File: src/rtl/mbx_pkg.sv
package mbx_pkg;
    localparam int WORD_W = 32;
    typedef logic [WORD_W-1:0] word_t;
    // byte distance between consecutive slots or locks
    localparam int STRIDE = 8;
    // offset of the first slot inside a bank (after enable and status)
    localparam int SLOT_OFS = 8;
endpackage

File: src/rtl/mbx_arbiter.sv
module mbx_arbiter
    import mbx_pkg::*;
#(
    parameter int ADDR_W = 12
) (
    input  logic              clk,
    input  logic              rst_n,
    input  logic              a_acc,
    input  logic              a_wr,
    input  logic [ADDR_W-1:0] a_addr,
    input  word_t             a_wdata,
    input  logic              b_acc,
    input  logic              b_wr,
    input  logic [ADDR_W-1:0] b_addr,
    input  word_t             b_wdata,
    output logic              gnt_a,
    output logic              gnt_b,
    output logic              acc_vld,
    output logic              acc_wr,
    output logic [ADDR_W-1:0] acc_addr,
    output word_t             acc_wdata
);
    // fixed priority: port A wins every collision
    always_comb begin
        gnt_a     = a_acc;
        gnt_b     = b_acc & ~a_acc;
        acc_vld   = gnt_a | gnt_b;
        acc_wr    = gnt_a ? a_wr    : b_wr;
        acc_addr  = gnt_a ? a_addr  : b_addr;
        acc_wdata = gnt_a ? a_wdata : b_wdata;
    end

    // a held B access completes once A leaves its access phase
    assert_b_served_next_R8: assert property (@(posedge clk) disable iff (!rst_n)
        (a_acc && b_acc) ##1 (b_acc && !a_acc) |-> gnt_b);
endmodule

File: src/rtl/mbx_dir.sv
module mbx_dir
    import mbx_pkg::*;
#(
    parameter int ADDR_W    = 12,
    parameter int NUM_SLOTS = 4
) (
    input  logic                 clk,
    input  logic                 rst_n,
    input  logic                 sel,
    input  logic                 wr,
    input  logic [ADDR_W-1:0]    off,
    input  word_t                wdata,
    output word_t                rdata,
    output logic                 hit,
    output logic [NUM_SLOTS-1:0] irq
);
    localparam int SPAN  = SLOT_OFS + STRIDE * NUM_SLOTS;
    localparam int IDX_W = (NUM_SLOTS > 1) ? $clog2(NUM_SLOTS) : 1;

    typedef struct packed {
        logic [NUM_SLOTS-1:0]         en;
        logic [NUM_SLOTS-1:0]         st;
        logic [NUM_SLOTS-1:0][WORD_W-1:0] cmd;
        logic [NUM_SLOTS-1:0][WORD_W-1:0] dat;
    } bank_t;

    bank_t bank_d, bank_q;

    logic              is_en, is_st, is_slot, is_dat;
    logic [ADDR_W-1:0] rel;
    logic [IDX_W-1:0]  idx;
    logic [NUM_SLOTS-1:0] slot_hot;

    always_comb begin
        rel      = off - ADDR_W'(SLOT_OFS);
        is_en    = (off == '0);
        is_st    = (off == ADDR_W'(4));
        is_slot  = (off >= ADDR_W'(SLOT_OFS)) && (off < ADDR_W'(SPAN)) && (off[1:0] == 2'b00);
        is_dat   = rel[2];
        idx      = rel[3 +: IDX_W];
        slot_hot = '0;
        if (is_slot) slot_hot[idx] = 1'b1;
        hit      = is_en | is_st | is_slot;
    end

    always_comb begin
        bank_d = bank_q;
        rdata  = '0;
        if (is_en)        rdata = word_t'(bank_q.en);
        else if (is_st)   rdata = word_t'(bank_q.st);
        else if (is_slot) rdata = is_dat ? bank_q.dat[idx] : bank_q.cmd[idx];
        if (sel && wr) begin
            if (is_en) bank_d.en = wdata[NUM_SLOTS-1:0];
            if (is_st) bank_d.st = bank_q.st & ~wdata[NUM_SLOTS-1:0];
            if (is_slot && !is_dat) bank_d.cmd[idx] = wdata;
            if (is_slot && is_dat) begin
                bank_d.dat[idx] = wdata;
                bank_d.st[idx]  = 1'b1;
            end
        end
    end

    always_ff @(posedge clk or negedge rst_n) begin
        if (!rst_n) bank_q <= '0;
        else        bank_q <= bank_d;
    end

    assign irq = bank_q.st & bank_q.en;

    assert_post_sets_flag_R2: assert property (@(posedge clk) disable iff (!rst_n)
        (sel && wr && is_slot && is_dat) |=> ((bank_q.st & $past(slot_hot)) != '0));

    assert_w1c_clears_R4: assert property (@(posedge clk) disable iff (!rst_n)
        (sel && wr && is_st) |=> ((bank_q.st & $past(wdata[NUM_SLOTS-1:0])) == '0));

    assert_flags_hold_R4: assert property (@(posedge clk) disable iff (!rst_n)
        !(sel && wr) |=> $stable(bank_q.st));
endmodule

File: src/rtl/mbx_locks.sv
module mbx_locks
    import mbx_pkg::*;
#(
    parameter int ADDR_W    = 12,
    parameter int NUM_LOCKS = 32,
    parameter int LOCK_BASE = 'h100
) (
    input  logic              clk,
    input  logic              rst_n,
    input  logic              sel,
    input  logic              wr,
    input  logic [ADDR_W-1:0] addr,
    input  word_t             wdata,
    output word_t             rdata,
    output logic              hit
);
    localparam int IDX_W = (NUM_LOCKS > 1) ? $clog2(NUM_LOCKS) : 1;
    localparam int LIMIT = LOCK_BASE + STRIDE * NUM_LOCKS;

    typedef struct packed {
        logic [NUM_LOCKS-1:0] held;
    } lock_t;

    lock_t             lk_d, lk_q;
    logic [ADDR_W-1:0] rel;
    logic [IDX_W-1:0]  idx;
    logic [NUM_LOCKS-1:0] lock_hot;

    always_comb begin
        rel      = addr - ADDR_W'(LOCK_BASE);
        idx      = rel[3 +: IDX_W];
        hit      = (addr >= ADDR_W'(LOCK_BASE)) && (addr < ADDR_W'(LIMIT)) && (addr[2:0] == 3'b000);
        lock_hot = '0;
        if (hit) lock_hot[idx] = 1'b1;
        rdata    = hit ? word_t'(lk_q.held[idx]) : '0;
        lk_d     = lk_q;
        if (sel && hit) begin
            if (!wr)              lk_d.held[idx] = 1'b1;
            else if (wdata == '0) lk_d.held[idx] = 1'b0;
        end
    end

    always_ff @(posedge clk or negedge rst_n) begin
        if (!rst_n) lk_q <= '0;
        else        lk_q <= lk_d;
    end

    assert_read_takes_lock_R6: assert property (@(posedge clk) disable iff (!rst_n)
        (sel && hit && !wr) |=> ((lk_q.held & $past(lock_hot)) != '0));

    assert_locks_idle_R7: assert property (@(posedge clk) disable iff (!rst_n)
        !sel |=> $stable(lk_q.held));
endmodule

File: src/rtl/dual_mailbox.sv
module dual_mailbox
    import mbx_pkg::*;
#(
    parameter int ADDR_W    = 12,
    parameter int NUM_SLOTS = 4,
    parameter int NUM_LOCKS = 32
) (
    input  logic                 clk,
    input  logic                 rst_n,
    input  logic                 a_psel,
    input  logic                 a_penable,
    input  logic                 a_pwrite,
    input  logic [ADDR_W-1:0]    a_paddr,
    input  logic [31:0]          a_pwdata,
    output logic [31:0]          a_prdata,
    output logic                 a_pready,
    output logic                 a_pslverr,
    input  logic                 b_psel,
    input  logic                 b_penable,
    input  logic                 b_pwrite,
    input  logic [ADDR_W-1:0]    b_paddr,
    input  logic [31:0]          b_pwdata,
    output logic [31:0]          b_prdata,
    output logic                 b_pready,
    output logic                 b_pslverr,
    output logic [NUM_SLOTS-1:0] irq_to_a,
    output logic [NUM_SLOTS-1:0] irq_to_b
);
    localparam int SPAN   = SLOT_OFS + STRIDE * NUM_SLOTS;
    localparam int N_BANK = 2;  // bank 0: A to B, bank 1: B to A

    logic              gnt_a, gnt_b, acc_vld, acc_wr;
    logic [ADDR_W-1:0] acc_addr;
    word_t             acc_wdata;

    mbx_arbiter #(.ADDR_W(ADDR_W)) i_arb (
        .clk(clk), .rst_n(rst_n),
        .a_acc(a_psel & a_penable), .a_wr(a_pwrite), .a_addr(a_paddr), .a_wdata(a_pwdata),
        .b_acc(b_psel & b_penable), .b_wr(b_pwrite), .b_addr(b_paddr), .b_wdata(b_pwdata),
        .gnt_a(gnt_a), .gnt_b(gnt_b), .acc_vld(acc_vld), .acc_wr(acc_wr),
        .acc_addr(acc_addr), .acc_wdata(acc_wdata)
    );

    word_t                     bank_rd [N_BANK];
    logic [N_BANK-1:0]         bank_hit;
    logic [N_BANK-1:0]         bank_in;
    logic [NUM_SLOTS-1:0]      bank_irq [N_BANK];

    for (genvar d = 0; d < N_BANK; d++) begin : g_bank
        logic [ADDR_W-1:0] boff;
        assign boff       = acc_addr - ADDR_W'(d * SPAN);
        assign bank_in[d] = (boff < ADDR_W'(SPAN));
        mbx_dir #(.ADDR_W(ADDR_W), .NUM_SLOTS(NUM_SLOTS)) i_dir (
            .clk(clk), .rst_n(rst_n),
            .sel(acc_vld & bank_in[d]), .wr(acc_wr), .off(boff), .wdata(acc_wdata),
            .rdata(bank_rd[d]), .hit(bank_hit[d]), .irq(bank_irq[d])
        );
    end

    word_t lock_rd;
    logic  lock_hit;

    mbx_locks #(.ADDR_W(ADDR_W), .NUM_LOCKS(NUM_LOCKS), .LOCK_BASE('h100)) i_locks (
        .clk(clk), .rst_n(rst_n),
        .sel(acc_vld), .wr(acc_wr), .addr(acc_addr), .wdata(acc_wdata),
        .rdata(lock_rd), .hit(lock_hit)
    );

    logic  mapped;
    word_t rd_mux;

    always_comb begin
        mapped = lock_hit;
        rd_mux = lock_rd;
        for (int d = 0; d < N_BANK; d++) begin
            if (bank_in[d] && bank_hit[d]) begin
                mapped = 1'b1;
                rd_mux = bank_rd[d];
            end
        end
        a_pready  = 1'b1;
        b_pready  = ~gnt_a;
        a_prdata  = (gnt_a && mapped) ? rd_mux : '0;
        b_prdata  = (gnt_b && mapped) ? rd_mux : '0;
        a_pslverr = gnt_a & ~mapped;
        b_pslverr = gnt_b & ~mapped;
    end

    assign irq_to_b = bank_irq[0];
    assign irq_to_a = bank_irq[1];
endmodule

File: config.mk
export PLATFORM = sky130hd
export DESIGN_NAME = dual_mailbox
export DESIGN_NICKNAME = d
export VERILOG_FILES = /design/src/rtl/mbx_pkg.sv /design/src/rtl/mbx_arbiter.sv /design/src/rtl/mbx_dir.sv /design/src/rtl/mbx_locks.sv /design/src/rtl/dual_mailbox.sv
export SDC_FILE = /design/constraint.sdc
export NUM_CORES = 1
export LEC_CHECK = 0
export BUFFER_PORTS_ARGS = -buffer_cell sky130_fd_sc_hd__buf_2
export CAP_MARGIN = 20
export CORE_AREA = 2 2 216 218
export CTS_CLUSTER_DIAMETER = 50
export DETAILED_ROUTE_END_ITERATION = 10
export DIE_AREA = 0 0 218 220
export GPL_ROUTABILITY_DRIVEN = 1
export GPL_TIMING_DRIVEN = 1
export MAX_ROUTING_LAYER = met4
export PLACE_DENSITY = 0.79
export SYNTH_ARGS = -nofsm -noshare
export SYNTH_HDL_FRONTEND = slang
export SYNTH_SLANG_ARGS = --single-unit
File: constraint.sdc
create_clock -name clk -period 4.9 [get_ports clk]
set_input_delay 0.245 -clock clk [delete_from_list [all_inputs] [get_ports clk]]
set_output_delay 0.245 -clock clk [all_outputs]
set_load 0.01 [all_outputs]
==> results.cfg, run 1 <==
[outcome]
outcome = finished, final reports clean

[critical_path]
worstPathArrival_ns = 3.91
reg2reg_setup_slack_ns = 4.06
reg2reg_to = g_bank[1].i_dir.bank_q[20]
critical_path_class = in -> out
worstPathRequired_ns = 4.66
end_kind = output port
r2r_start = g_bank[1].i_dir.bank_q[20]
critPathLaunchType = input pin
crit_path_max_fanout = 66
reg2reg_depth = 1

[final_layout]
fin_cells = 3462
n_fill_cell = 3460
multi_input_area_sq_mm = 0.0123
syn_to_final_growth_pct = 12.0
seq_area_sq_mm = 0.0140
top_register = g_bank.i_dir.bank_q
top_regs = g_bank.i_dir.bank_q x528
drive_above_1_share_pct = 20.5
nNetsFinal = 2909
largest_reg_flops = 528

[yosys]
synth_mux_area_share_pct = 16.1
synth-simple-area-share_pct = 16.6
avgSynthCellArea_sq_um = 10.0
yosysUniqueCellTypes = 75
synthFlopType = dfrtp_1
syn_inst = 2708
synth_compound_area_share_pct = 12.0
syn_nets = 2808
synth_edf_count = 0
synth_most_common_cell = nand2_1
synthAdderAreaFrac_pct = 0.184
netlist.area_leader.share_pct = 51.5
synth_xor_xnor_area_share_pct = 0.0966
yosys-top-cells-area = dfrtp_1 52%, nand2_1 8.2%, mux2_2 6.5%
seq_area_frac_synth_pct = 51.5
yosysWarningCount = 0
ys_seq_elements = 560
synth_top_family_by_area = simple AND/OR/NAND/NOR gates
synthTopCellsByCount = 595 x nand2_1, 560 x dfrtp_1, 252 x o21ai_0
synth_area_sq_mm = 0.0272
synthArstFlopShare_pct = 100
yosysTopAreaCell = dfrtp_1

[clock_network]
root_buffer = clkbuf_16
cts.clk_slew.worst_paths_ns = 0.07
h-tree-depth = 2
clk_latency_ns = 0.61
cts_made_buffers = 56
cts_sinks = 560
cts_tree = built
cts_buffer_depth = 3

[worst_hold_path]
min_from = a_pwdata[15]
worstHoldPathType = in -> reg
holdPathStages = 3
min_to = g_bank[1].i_dir.bank_q[79]

[global_route]
grt_pass1_vias = 21800
grt_pass1_wl_mm = 124
grt_max_degree = 133
antenna_found_initial = 1
grt_usage_pct = 34.7
grt_overflow = 0

[route]
routed_wl_mm = 80.4
initialDrtViolationCount = 2442
antenna_left = 0
vias_per_cell = 6.40
drtPass1Iterations = 6
vias = 22200
wire_per_inst_um = 23.2
drc_errors = 0

[power]
ir_drop_mv = 0.292
cell_internal_pwr_uw = 7450
pwr-share-seq_pct = 46.6
pwr-share-comb_pct = 8.8
power_density_mw_per_mm2 = 327
switching_share_pct = 25.1
power.switching_uw = 2490
clkPwrFrac_pct = 44.6
leakagePower_uw = 0.0144

[floorplan]
io_pins = 172
initial_utilization_pct = 59.3
die_area_sq_mm = 0.0480
core-area_sq_mm = 0.0459
fp-row-count = 79
fp.dieH_um = 220
fp.dieW_um = 218

[sta]
fmax_ghz = 0.241
finClkSkew_ns = 0
worst_pin_slew_ns = 1.21
setup_violations = 0
slew_headroom_pct = 17.1
rsz0062_at_grt = no
fin_crit_sh_pct = 84.8
slew_viol_final = 0
worst_slack_ns = 0.746
period_needed_ns = 4.15
hold_viol_final = 0
tns_ns = 0

[placed_design]
placement.io_buffers = 170
dp_worst_setup_slack_ns = 0.749
gp_congestion = 0.995
hpwl_mm = 51.4
dp.cells = 3351

[flow_run]
drv_cap = 0
## power by group through the flow
stage	combinational, uW	sequential, uW	clock (uW)
after floorplan	450	4720	0
after global placement	829	4720	0
after detailed placement	847	4720	0
after CTS	850	4640	4460
after global routing	930	4630	4660
final	876	4640	4440
## metal layers
layer / up-vias / GRT usage, % / routed length (um)
met4: 0 / 15.7 / 3550
met3: 214 / 7.56 / 8350
met2: 1183 / 51.8 / 37200
li1: 9713 / - / -
met1: 11100 / 45.9 / 31300
met5: - / - / 0
## area by class of cell
type / count / area share, %
Clock inverter: 20 / 0.933
Tap cell: 607 / 2.49
Inverter: 5 / 0.0739
Antenna cell: 1 / 0.00822
Multi-Input combinational cell: 1946 / 40.4
Timing Repair Buffer: 240 / 4.81
Sequential cell: 560 / 46.0
Clock buffer: 83 / 5.30
## layout by cell type (no fill, tap or decap), types with 13 or more instances in the layout
cell,count
nand4_1,23
clkbuf_1,16
o31ai_1,27
nand3_1,112
o22ai_1,17
a31oi_1,20
and3_1,15
o21ai_0,252
mux2_1,49
a22oi_1,33
buf_2,169
nor2_1,206
mux2_2,156
a21oi_1,144
mux2i_1,54
nor3_1,18
nor4_1,13
nor2b_1,18
nand2_1,593
dfrtp_1,560
buf_4,63
clkbuf_16,56
mux4_2,67
## critical path, cell delays in order
cell and delay [ns]:
buf_2 0.11, buf_4 0.20, and3_1 0.22, a21oi_4 0.14, buf_4 0.58, buf_4 0.75, mux4_2 0.61, o211ai_1 0.25
nand2_1 0.11, a41oi_1 0.32, nor2_1 0.09, buf_2 0.16
## cells by family (layout without fill, tap and decap cells)
kind of cell,after synthesis,count (layout)
xor+xnor,3,3
flops,560,560
mux,327,327
fa+ha+maj,4,4
buf+inv,202,348
other cells,1,2
simple gates,1051,1051
compound gates,560,560
## metrics by stage
step / power (uW) / area [sq um] / hold slack (ns) / util (%)
floorplan: 5170 / 27200 / -0.0506 / -
global placement: 5550 / 28500 / 0.355 / 62.1
detailed placement: 5570 / 28500 / 0.381 / 62.1
CTS: 9950 / 30400 / 0.0614 / 66.3
global route: 10200 / 30500 / 0.0577 / 66.4
finish: 9950 / 30500 / 0.0365 / 66.4
## worst max path at each step
stage               startpoint                           to  slack, ns  cells after the start
finish                  a_psel                  a_prdata[2]       0.75                     12
global route            a_psel                  b_prdata[4]       0.62                     13
CTS                     a_psel                  a_prdata[2]       0.82                     12
detailed placement      a_psel  g_bank[1].i_dir.bank_q[103]       0.75                      9
global placement        a_psel  g_bank[1].i_dir.bank_q[103]       0.83                      9
floorplan               a_psel                 a_prdata[13]       1.10                     17
## repair_timing
| action | CTS | global route |
|---|---|---|
| gates resized for setup | 0 | 0 |
| setup buffers | 0 | 0 |
| endpoints found under the hold margin | 107 | 0 |
| hold buffers | 1 | 0 |
No activity file was read; power rests on OpenSTA's default activity.
==> inputs of run 2 (changes only) <==
clock period = 3.9 ns   (was 4.9 ns; I/O delays follow)
==> run 2 against run 1 <==
Effect of this change: register-to-register slack got worse by 1.0 ns; power is 28% higher; clock skew unchanged; cell count increased by 1.1%; first-iteration DRC count increased by 5.0%; wire length increased by 1.5%; non-clock buffer count is 34 higher; via count rose by 0.94%; die area unchanged; combinational power grew 31%; worst setup slack worse by 0.63 ns; global-route usage is 0.51 points higher.
==> results.cfg, run 2 (synthesis gave the netlist of run 1 again) <==
[outcome]
outcome = finished, final reports clean

[sta]
worst_pin_slew_ns = 1.12
hold_viol_final = 0
fin_crit_sh_pct = 97.1
fmax_ghz = 0.264
finClkSkew_ns = 0
period_needed_ns = 3.79
setup_violations = 0
tns_ns = 0
slew_headroom_pct = 23.2
rsz0062_at_grt = no
slew_viol_final = 0
whs_ns = 0.00733

[clock_network]
cts_sinks = 560
clk_latency_ns = 0.61
cts_tree = built
root_buffer = clkbuf_16
cts_setup_buffers = 0
h-tree-depth = 2
cts_resized = 0
cts_buffer_depth = 3
cts.clk_slew.worst_paths_ns = 0.06
holdBufCountCts = 1
cts_made_buffers = 57

[placed_design]
gp_congestion = 0.977
hpwl_mm = 53.2
placement.io_buffers = 170

[power]
ir_drop_mv = 0.327
power_density_mw_per_mm2 = 410
leakagePower_uw = 0.0147

[floorplan]
initial_utilization_pct = 59.3
io_pins = 172
fp.dieH_um = 220
core-area_sq_mm = 0.0459
fp-row-count = 79
die_area_sq_mm = 0.0480
fp.dieW_um = 218

[critical_path]
cp_slowest_stage_delay_ns = 0.52
end_kind = output port
worstPathArrival_ns = 3.59
worstPathRequired_ns = 3.70
cp_cell_sequence = buf_2 > and2_2 > clkinv_2 > a21oi_4 > ha_2 > a2111oi_1 > o2111ai_1 > or2_0 > buf_4 > o21ai_0 > a21bo_2 > a31oi_1 > nor2_1 > buf_2
crit_path_max_fanout = 12
reg2reg_depth = 1
critical_path_class = in -> out
critPathTopFamily = compound AO/OA/AOI/OAI gates
reg2reg_to = g_bank[1].i_dir.bank_q[11]
worst-path-buf-inv = 4
cp_common_cell = buf_2
reg2reg_setup_slack_ns = 3.06
critPathLaunchType = input pin
r2r_start = g_bank[1].i_dir.bank_q[11]
critPathSlowestCell = a2111oi_1

[worst_hold_path]
holdPathStages = 3
min_to = g_bank[1].i_dir.bank_q[45]
worstHoldPathType = in -> reg
min_from = a_pwdata[13]

[route]
vias = 22400
drtPass1Iterations = 6
routed_wl_mm = 81.6
wire_per_inst_um = 23.3
vias_per_cell = 6.39
initialDrtViolationCount = 2563
drc_errors = 0
antenna_left = 0

[final_layout]
top_register = g_bank.i_dir.bank_q
layout_commonest_cell = nand2_1
n_fill_cell = 3399
top_regs = g_bank.i_dir.bank_q x528
most-common-layout-cells = 593 x nand2_1, 560 x dfrtp_1, 252 x o21ai_0, 206 x nor2_1, 169 x buf_2
nNetsFinal = 2944
syn_to_final_growth_pct = 14.0
largest_reg_flops = 528
drive_above_1_share_pct = 21.8

[global_route]
grt_pass1_vias = 21600
grt_usage_pct = 35.2
grt_pass1_wl_mm = 126
antenna_found_initial = 2
grt_overflow = 0
grt_max_degree = 127

[flow_run]
drv_cap = 0
run 2: cell type report:
type | count | area (sq um) | area share, %
antenna | 2 | 5.00 | 0.0161
clock inverter | 28 | 368 | 1.19
sequential | 560 | 14000 | 45.2
inverter | 5 | 22.5 | 0.0726
multi-input combinational | 1946 | 12300 | 39.7
clock buffer | 77 | 1630 | 5.26
tap | 607 | 759 | 2.45
timing repair buffer | 274 | 1910 | 6.15
run 2: metrics by stage:
step | util [%] | worst slack [ns] | cells | power (uW) | area, sq um
final | 67.6 | 0.113 | 3499 | 12700 | 31000
after global routing | 67.6 | 0.0493 | 3499 | 13100 | 31000
after CTS | 67.5 | 0.216 | 3490 | 12700 | 30900
after detailed placement | 63.1 | 0.240 | 3384 | 7040 | 28900
after global placement | 63.1 | 0.289 | 3384 | 7020 | 28900
after floorplan | - | 0.199 | 2708 | 6500 | 27200
run 2: worst max-delay path by stage:
stage	cells past startpoint	from	slack, ns	end
2_1_floorplan	17	a_psel	0.20	a_prdata[13]
3_3_place_gp	9	a_pwdata[30]	0.29	register
3_5_place_dp	14	a_penable	0.24	b_prdata[0]
4_1_cts	14	a_penable	0.22	b_prdata[0]
5_1_grt	14	a_penable	0.05	b_prdata[0]
6_report	14	a_psel	0.11	b_prdata[3]
run 2: per-layer routing:
metal	wire, um	global-route usage, %
met1	32600	47.9
met2	37200	51.7
met3	8150	7.55
met5	0	-
met4	3630	14.9
run 2: where the power goes:
group          total, uW  switching, uW  internal, uW
registers           5830           5.67          5820
clock network       5750           2400          3350
logic               1150            842           306
run 2: worst min-delay path, delay by kind of cell:
kind / cells / cell delay, ns
AO/OA/AOI/OAI: 1 / 0.18
multiplexers: 1 / 0.12
buffers and inverters: 1 / 0.11
